[src/rtl/pasr_refresh_seq.sv]
module pasr_refresh_seq #(
  parameter int ROW_W = 13
) (
  input  logic             clk,
  input  logic             rst_n,
  input  logic             mrs_cmd,
  input  logic [1:0]       bank_sel,
  input  logic [ROW_W-1:0] addr,
  input  logic             banks_idle,
  input  logic             sr_en,
  input  logic             ref_tick,
  output logic [1:0]       ref_bank,
  output logic [ROW_W-1:0] ref_row,
  output logic             ref_strobe,
  output logic [2:0]       pasr_field,
  output logic [1:0]       drive_field,
  output logic [1:0]       temp_field,
  output logic             wr_illegal
);
  localparam logic [1:0]       EXT_SEL  = 2'b10;
  localparam logic [ROW_W-1:0] ROW_ALL  = '1;
  localparam logic [ROW_W-1:0] ROW_HALF = ROW_ALL >> 1;
  localparam logic [ROW_W-1:0] ROW_QTR  = ROW_ALL >> 2;

  logic [2:0]       act_q;
  logic [1:0]       bank_q;
  logic [ROW_W-1:0] row_q;
  logic [ROW_W-1:0] row_lim;
  logic [1:0]       bank_lim;

  wire ext_wr  = mrs_cmd && (bank_sel == EXT_SEL);
  wire pasr_ok = addr[2:0] inside {3'b000, 3'b001, 3'b010, 3'b101, 3'b110};
  wire ds_ok   = addr[6:5] != 2'b11;
  wire hi_ok   = addr[ROW_W-1:7] == '0;
  wire wr_ok   = ext_wr && banks_idle && pasr_ok && ds_ok && hi_ok;
  wire step    = sr_en && ref_tick;

  always_comb begin
    case (act_q)
      3'b000:  begin bank_lim = 2'd3; row_lim = ROW_ALL;  end
      3'b001:  begin bank_lim = 2'd1; row_lim = ROW_ALL;  end
      3'b101:  begin bank_lim = 2'd0; row_lim = ROW_HALF; end
      3'b110:  begin bank_lim = 2'd0; row_lim = ROW_QTR;  end
      default: begin bank_lim = 2'd0; row_lim = ROW_ALL;  end
    endcase
  end

  always_ff @(posedge clk) begin
    if (!rst_n) begin
      pasr_field  <= '0;
      drive_field <= '0;
      temp_field  <= '0;
      wr_illegal  <= 1'b0;
    end else begin
      wr_illegal <= ext_wr && !wr_ok;
      if (wr_ok) begin
        pasr_field  <= addr[2:0];
        temp_field  <= addr[4:3];
        drive_field <= addr[6:5];
      end
    end
  end

  always_ff @(posedge clk) begin
    if (!rst_n) begin
      act_q      <= '0;
      bank_q     <= '0;
      row_q      <= '0;
      ref_strobe <= 1'b0;
      ref_bank   <= '0;
      ref_row    <= '0;
    end else begin
      ref_strobe <= step;
      if (!sr_en) begin
        act_q  <= pasr_field;
        bank_q <= '0;
        row_q  <= '0;
      end else if (step) begin
        ref_bank <= bank_q;
        ref_row  <= row_q;
        if (row_q == row_lim) begin
          row_q  <= '0;
          bank_q <= (bank_q == bank_lim) ? 2'd0 : bank_q + 2'd1;
        end else begin
          row_q <= row_q + 1'b1;
        end
      end
    end
  end
endmodule

[config.mk]
export PLATFORM = sky130hd
export DESIGN_NAME = pasr_refresh_seq
export DESIGN_NICKNAME = d
export VERILOG_FILES = /design/src/rtl/pasr_refresh_seq.sv
export SDC_FILE = /design/constraint.sdc
export NUM_CORES = 1
export LEC_CHECK = 0
export CAP_MARGIN = 20
export CORE_MARGIN = 3
export CORE_UTILIZATION = 52
export DETAILED_ROUTE_END_ITERATION = 12
export HOLD_SLACK_MARGIN = 0.15
export PLACE_DENSITY = 0.85
export SYNTH_ARGS = -nofsm -noshare
export SYNTH_HDL_FRONTEND = slang
export SYNTH_SLANG_ARGS = --single-unit
[constraint.sdc]
create_clock -name clk -period 3.2 [get_ports clk]
set_input_delay 0.96 -clock clk [delete_from_list [all_inputs] [get_ports clk]]
set_output_delay 0.96 -clock clk [all_outputs]
set_load 0.03 [all_outputs]
# Word-level counts from Yosys, hierarchy flattened
# Cells that the tools add are included.
# word_totals
regBits	42
# classes
add_sub_neg	2
n_eq_ne	11
mux	4
n_reduce_logical	15
# ops
op	n
$pmux 13 s2	1
$add 13x1->13 const B	1
$eq 13x13->1	1
$mux 13	1
$eq 3x3->1 const B	4
$logic_and 1x1->1	7
$eq 3x1->1 const B	2
$logic_not 3->1	2
$logic_not 6->1	1
$reduce_and 2->1	3
$reduce_bool 5->1	1
$pmux 2 s2	1
$eq 3x2->1 const B	1
$add 2x1->2 const B	1
$eq 2x2->1	1
$eq 2x2->1 const B	1
$mux 2	1
$ne 2x2->1 const B	1
$logic_not 1->1	1

# Longest topological paths before layout
# logic_depth
ltp_word	8
depth_mapped	6

# Worst setup path after synthesis
# Ideal clock, no wire load.
# synth_timing
kind	input port to flip-flop
startpoint	in addr[8]
endpoint	reg pasr_field[0]
setup_time_ps	116
arrival_ps	2026
path_slack_ps	1057
stages	5
path_buffers	0
cell_sequence	nor4b_2 > nand2_1 > a211oi_4 > mux2i_1 > nor2b_1
# synth_via
elab_chain_len	2
# synth_rtl
item	line	rtl
start, declared	8	input logic [ROW_W-1:0] addr,
$logic_not 6->1	34	wire hi_ok = addr[ROW_W-1:7] == '0;
$logic_and 1x1->1	35	wire wr_ok = ext_wr && banks_idle && pasr_ok && ds_ok && hi_ok;
end signal, assigned	57	pasr_field <= addr[2:0];
end, declared	15	output logic [2:0] pasr_field,
# No other way between the ends.
# A chain may end at the register's enable or synchronous reset.

# Worst setup path in the final report
# layout_timing
startpoint	reg pasr_field[2]
endpoint	out pasr_field[2]
# No word-level cell between the ends.

==> metrics.md <==
| Metric | Value |
|---|---|
| Status | `finished clean` |
| Post-synth EDFFs | `0` |
| Fin nets | `267` |
| M3 GR Usage | `0.0475` |
| Launching point of the worst reg2reg path | `act_q[1]` |
| Met2 usage | `0.352` |
| Hold Path Class | `flop to flop` |
| Post-CTS setup buffer count | `0` |
| Largest net degree at the start of global routing | `31` |
| H-tree lvl count | `2` |
| Worst reg-to-reg path cell count | `5` |
| FMAX | `421 MHz` |
| Hold_sp | `ref_row[1]` |
| Clk sinks | `42` |
| Area contributors post-synth | `dfxtp_1 48%, nand2_1 8.3%, a21boi_0 6.4%` |
| Resized Gates After CTS | `0` |
| Place WS | `0.451 ns` |
| Starting density of the core | `0.560` |
| Synthesis Warnings | `0` |
| Seq/Total Area, Yosys | `0.476` |
| Adder-Cell Fraction of Synth Area | `0.00709` |
| Slowest CP cell | `clkdlybuf4s50_1` |
| Vias in the first global route | `1556` |
| WL per Instance | `13.0 µm` |
| Skew final | `0.00705 ns` |
| CP Launch Type | `flop` |
| GR Overflow Total | `0` |
| Final antenna-violating net count | `0` |
| Clock buffer depth | `2` |
| # diodes | `0` |
| Pint | `641 µW` |
| RSZ-0062 raised after global routing | `no` |
| PortBufs | `44` |
| DRT Pass-1 Iters | `4` |
| Mux cell area share after synthesis | `0.0567` |
| Worst Slack Setup Final | `0.826 ns` |
| Sequential cell area | `841 µm²` |
| Most frequent cells in the layout | `44 x clkdlybuf4s50_1, 42 x dfxtp_1, 39 x nand2_1` |
| Pwr Total | `821 µW` |
| Max Cap Violations | `0` |
| Setup violators final | `0` |
| Chip width | `64.3 µm` |
| Initial DRC Count | `70` |
| Area leader, netlist | `dfxtp_1` |
| Comb pwr share | `0.077` |
| Syn avg cell area | `8.92 µm²` |
| Gr usage total | `0.199` |
| Root Buffer | `clkbuf_4` |
| Worst Path Buf+Inv | `1` |
| Worst slew pin tran | `0.535 ns` |
| Top-area cell type share of the netlist area | `0.476` |
| Initial antenna violation count | `0` |
| Synth Area in Compound Gates | `0.128` |
| Slew HR | `0.642` |
| Pwr Density | `357 mW/mm²` |
| Worst path max stage delay | `0.69 ns` |
| Final TNS setup | `0 ns` |
| Max VDD drop | `0.294 mV` |
| Reg power frac | `0.639` |
| Final Wtd Congestion | `0.786` |
| Vias after detailed routing | `1496` |
| Critical path cell sequence | `clkdlybuf4s50_1` |
| CTS tree | `done` |
| Core footprint | `0.00315 mm²` |
| Setup crit end kind | `output port` |
| Worst-skew pair later-pin latency | `0.34 ns` |
| Layout cells sized above 1 | `0.0612` |
| Net load switching power | `180 µW` |
| Multi-input logic area | `887 µm²` |
| Area of the die | `0.00413 mm²` |
| Final Hold Violating Endpoints | `0` |
| WP data arrival | `1.41 ns` |
| Height of the die | `64.3 µm` |
| Reg2reg setup slack | `1.44 ns` |
| Switching part of the total power | `0.219` |
| Worst Hold Path EP | `ref_row[1]` |
| DR DRC count | `0` |
| P_leak | `0.000734 µW` |
| Crit Reg-Reg Endpoint | `row_q[1]` |
| P&R area growth vs syn | `30.4%` |
| Total Wirelength | `3750 µm` |
| Syn nets | `220` |
| Hpwl dp | `2820 µm` |
| Placement Rows | `20` |
| CP required | `2.24 ns` |
| Fillers | `238` |
| First-pass GRT wire length | `6600 µm` |
| Crit path time final | `2.37 ns` |
| Post-Synth Simple-Gate Area | `0.256` |
| Clk pwr share | `0.284` |
| Final period util | `0.742` |
| Worst Hold Depth | `2` |
| Synth Register Bits | `42` |
| Main combinational cell family by area after synthesis | `simple AND/OR/NAND/NOR gates` |
| Via/cell ratio | `5.18` |
| Cells after Synth | `198` |
| Register clock-pin slew on the reported worst setup and hold paths | `0.11 ns` |
| Post-Syn Area | `0.00177 mm²` |
| Top Ports | `45` |
| Max FO, Critical Path | `3` |
| Crit path max-delay family | `buffers and inverters` |
| Post-synth ARST share | `0` |
| Met1 usage | `0.235` |
| Max-slew violation count | `0` |
| Count of cell types in the netlist | `34` |
| XOR/XNOR Fraction of Synth Area | `0.0546` |
| CP Class | `flop to output port` |
| Global route hottest layer | `met2` |
| Commonest non-fill, non-tap cell in the layout | `clkdlybuf4s50_1` |
| Cts hold-fix bufs | `0` |
| CTS Buf Count | `5` |
| Main synth FF type | `dfxtp_1` |
metal layers:
metal  vias up  part of all wire
met5         -                 0
met4         0            0.0096
met3         5             0.033
met2        27              0.50
met1       695              0.46
li1        769                 -
worst max path at each step:
stage                              from              to  slack [ns]  cells after the start
final                     pasr_field[2]   pasr_field[2]        0.83                      1
after global placement          addr[8]   temp_field[0]        0.53                      6
after global routing            addr[8]   pasr_field[0]        0.73                      6
after detailed placement        addr[8]  drive_field[1]        0.45                      6
after floorplan                 addr[8]   pasr_field[0]        1.06                      5
after CTS                 pasr_field[2]   pasr_field[2]        0.82                      1
synthesized netlist by cell type (4+ instances only):
cell type / number
a21boi_0: 15
clkbuf_1: 7
dfxtp_1: 42
mux2i_1: 10
nand2_1: 39
nand3_1: 8
nand4_1: 5
nor2_1: 21
nor2b_1: 10
o21ai_0: 4
xor2_1: 9
per-stage QoR:
| step | cells | util | hold slack, ns | area, µm² |
|---|---|---|---|---|
| finish | 289 | 0.730 | 0.468 | 2300 |
| global route | 289 | 0.730 | 0.502 | 2300 |
| CTS | 289 | 0.730 | 0.471 | 2300 |
| detailed placement | 282 | 0.716 | 0.456 | 2260 |
| global placement | 282 | 0.716 | 0.450 | 2260 |
| floorplan | 198 | - | 0.464 | 1770 |
sequential cells by signal, summed over array words and instances, names as in the netlist:
| name | flops |
|---|---|
| act_q | 3 |
| bank_q | 2 |
| drive_field | 2 |
| pasr_field | 3 |
| ref_bank | 2 |
| ref_row | 13 |
| ref_strobe | 1 |
| row_q | 13 |
| temp_field | 2 |
| wr_illegal | 1 |
area by class of cell:
| type | count | area share |
|---|---|---|
| multi-input combinational | 147 | 0.385 |
| sequential | 42 | 0.365 |
| timing repair buffer | 48 | 0.204 |
| tap | 44 | 0.0239 |
| clock buffer | 7 | 0.0196 |
| inverter | 1 | 0.00163 |
power by group through the flow:
stage	combinational (µW)	sequential, µW	clock [µW]
6_report	63.2	525	233
5_1_grt	67.8	525	260
4_1_cts	63.3	525	237
3_5_place_dp	62.9	537	0
3_3_place_gp	62.0	537	0
2_1_floorplan	24.3	538	0
kinds of logic after synthesis:
logic type,after synthesis
mux,10
flops,42
buf+inv,9
compound gates,30
xor+xnor,11
simple gates,95
fa+ha+maj,1
Note: power is estimated with default switching activity, not from simulation.
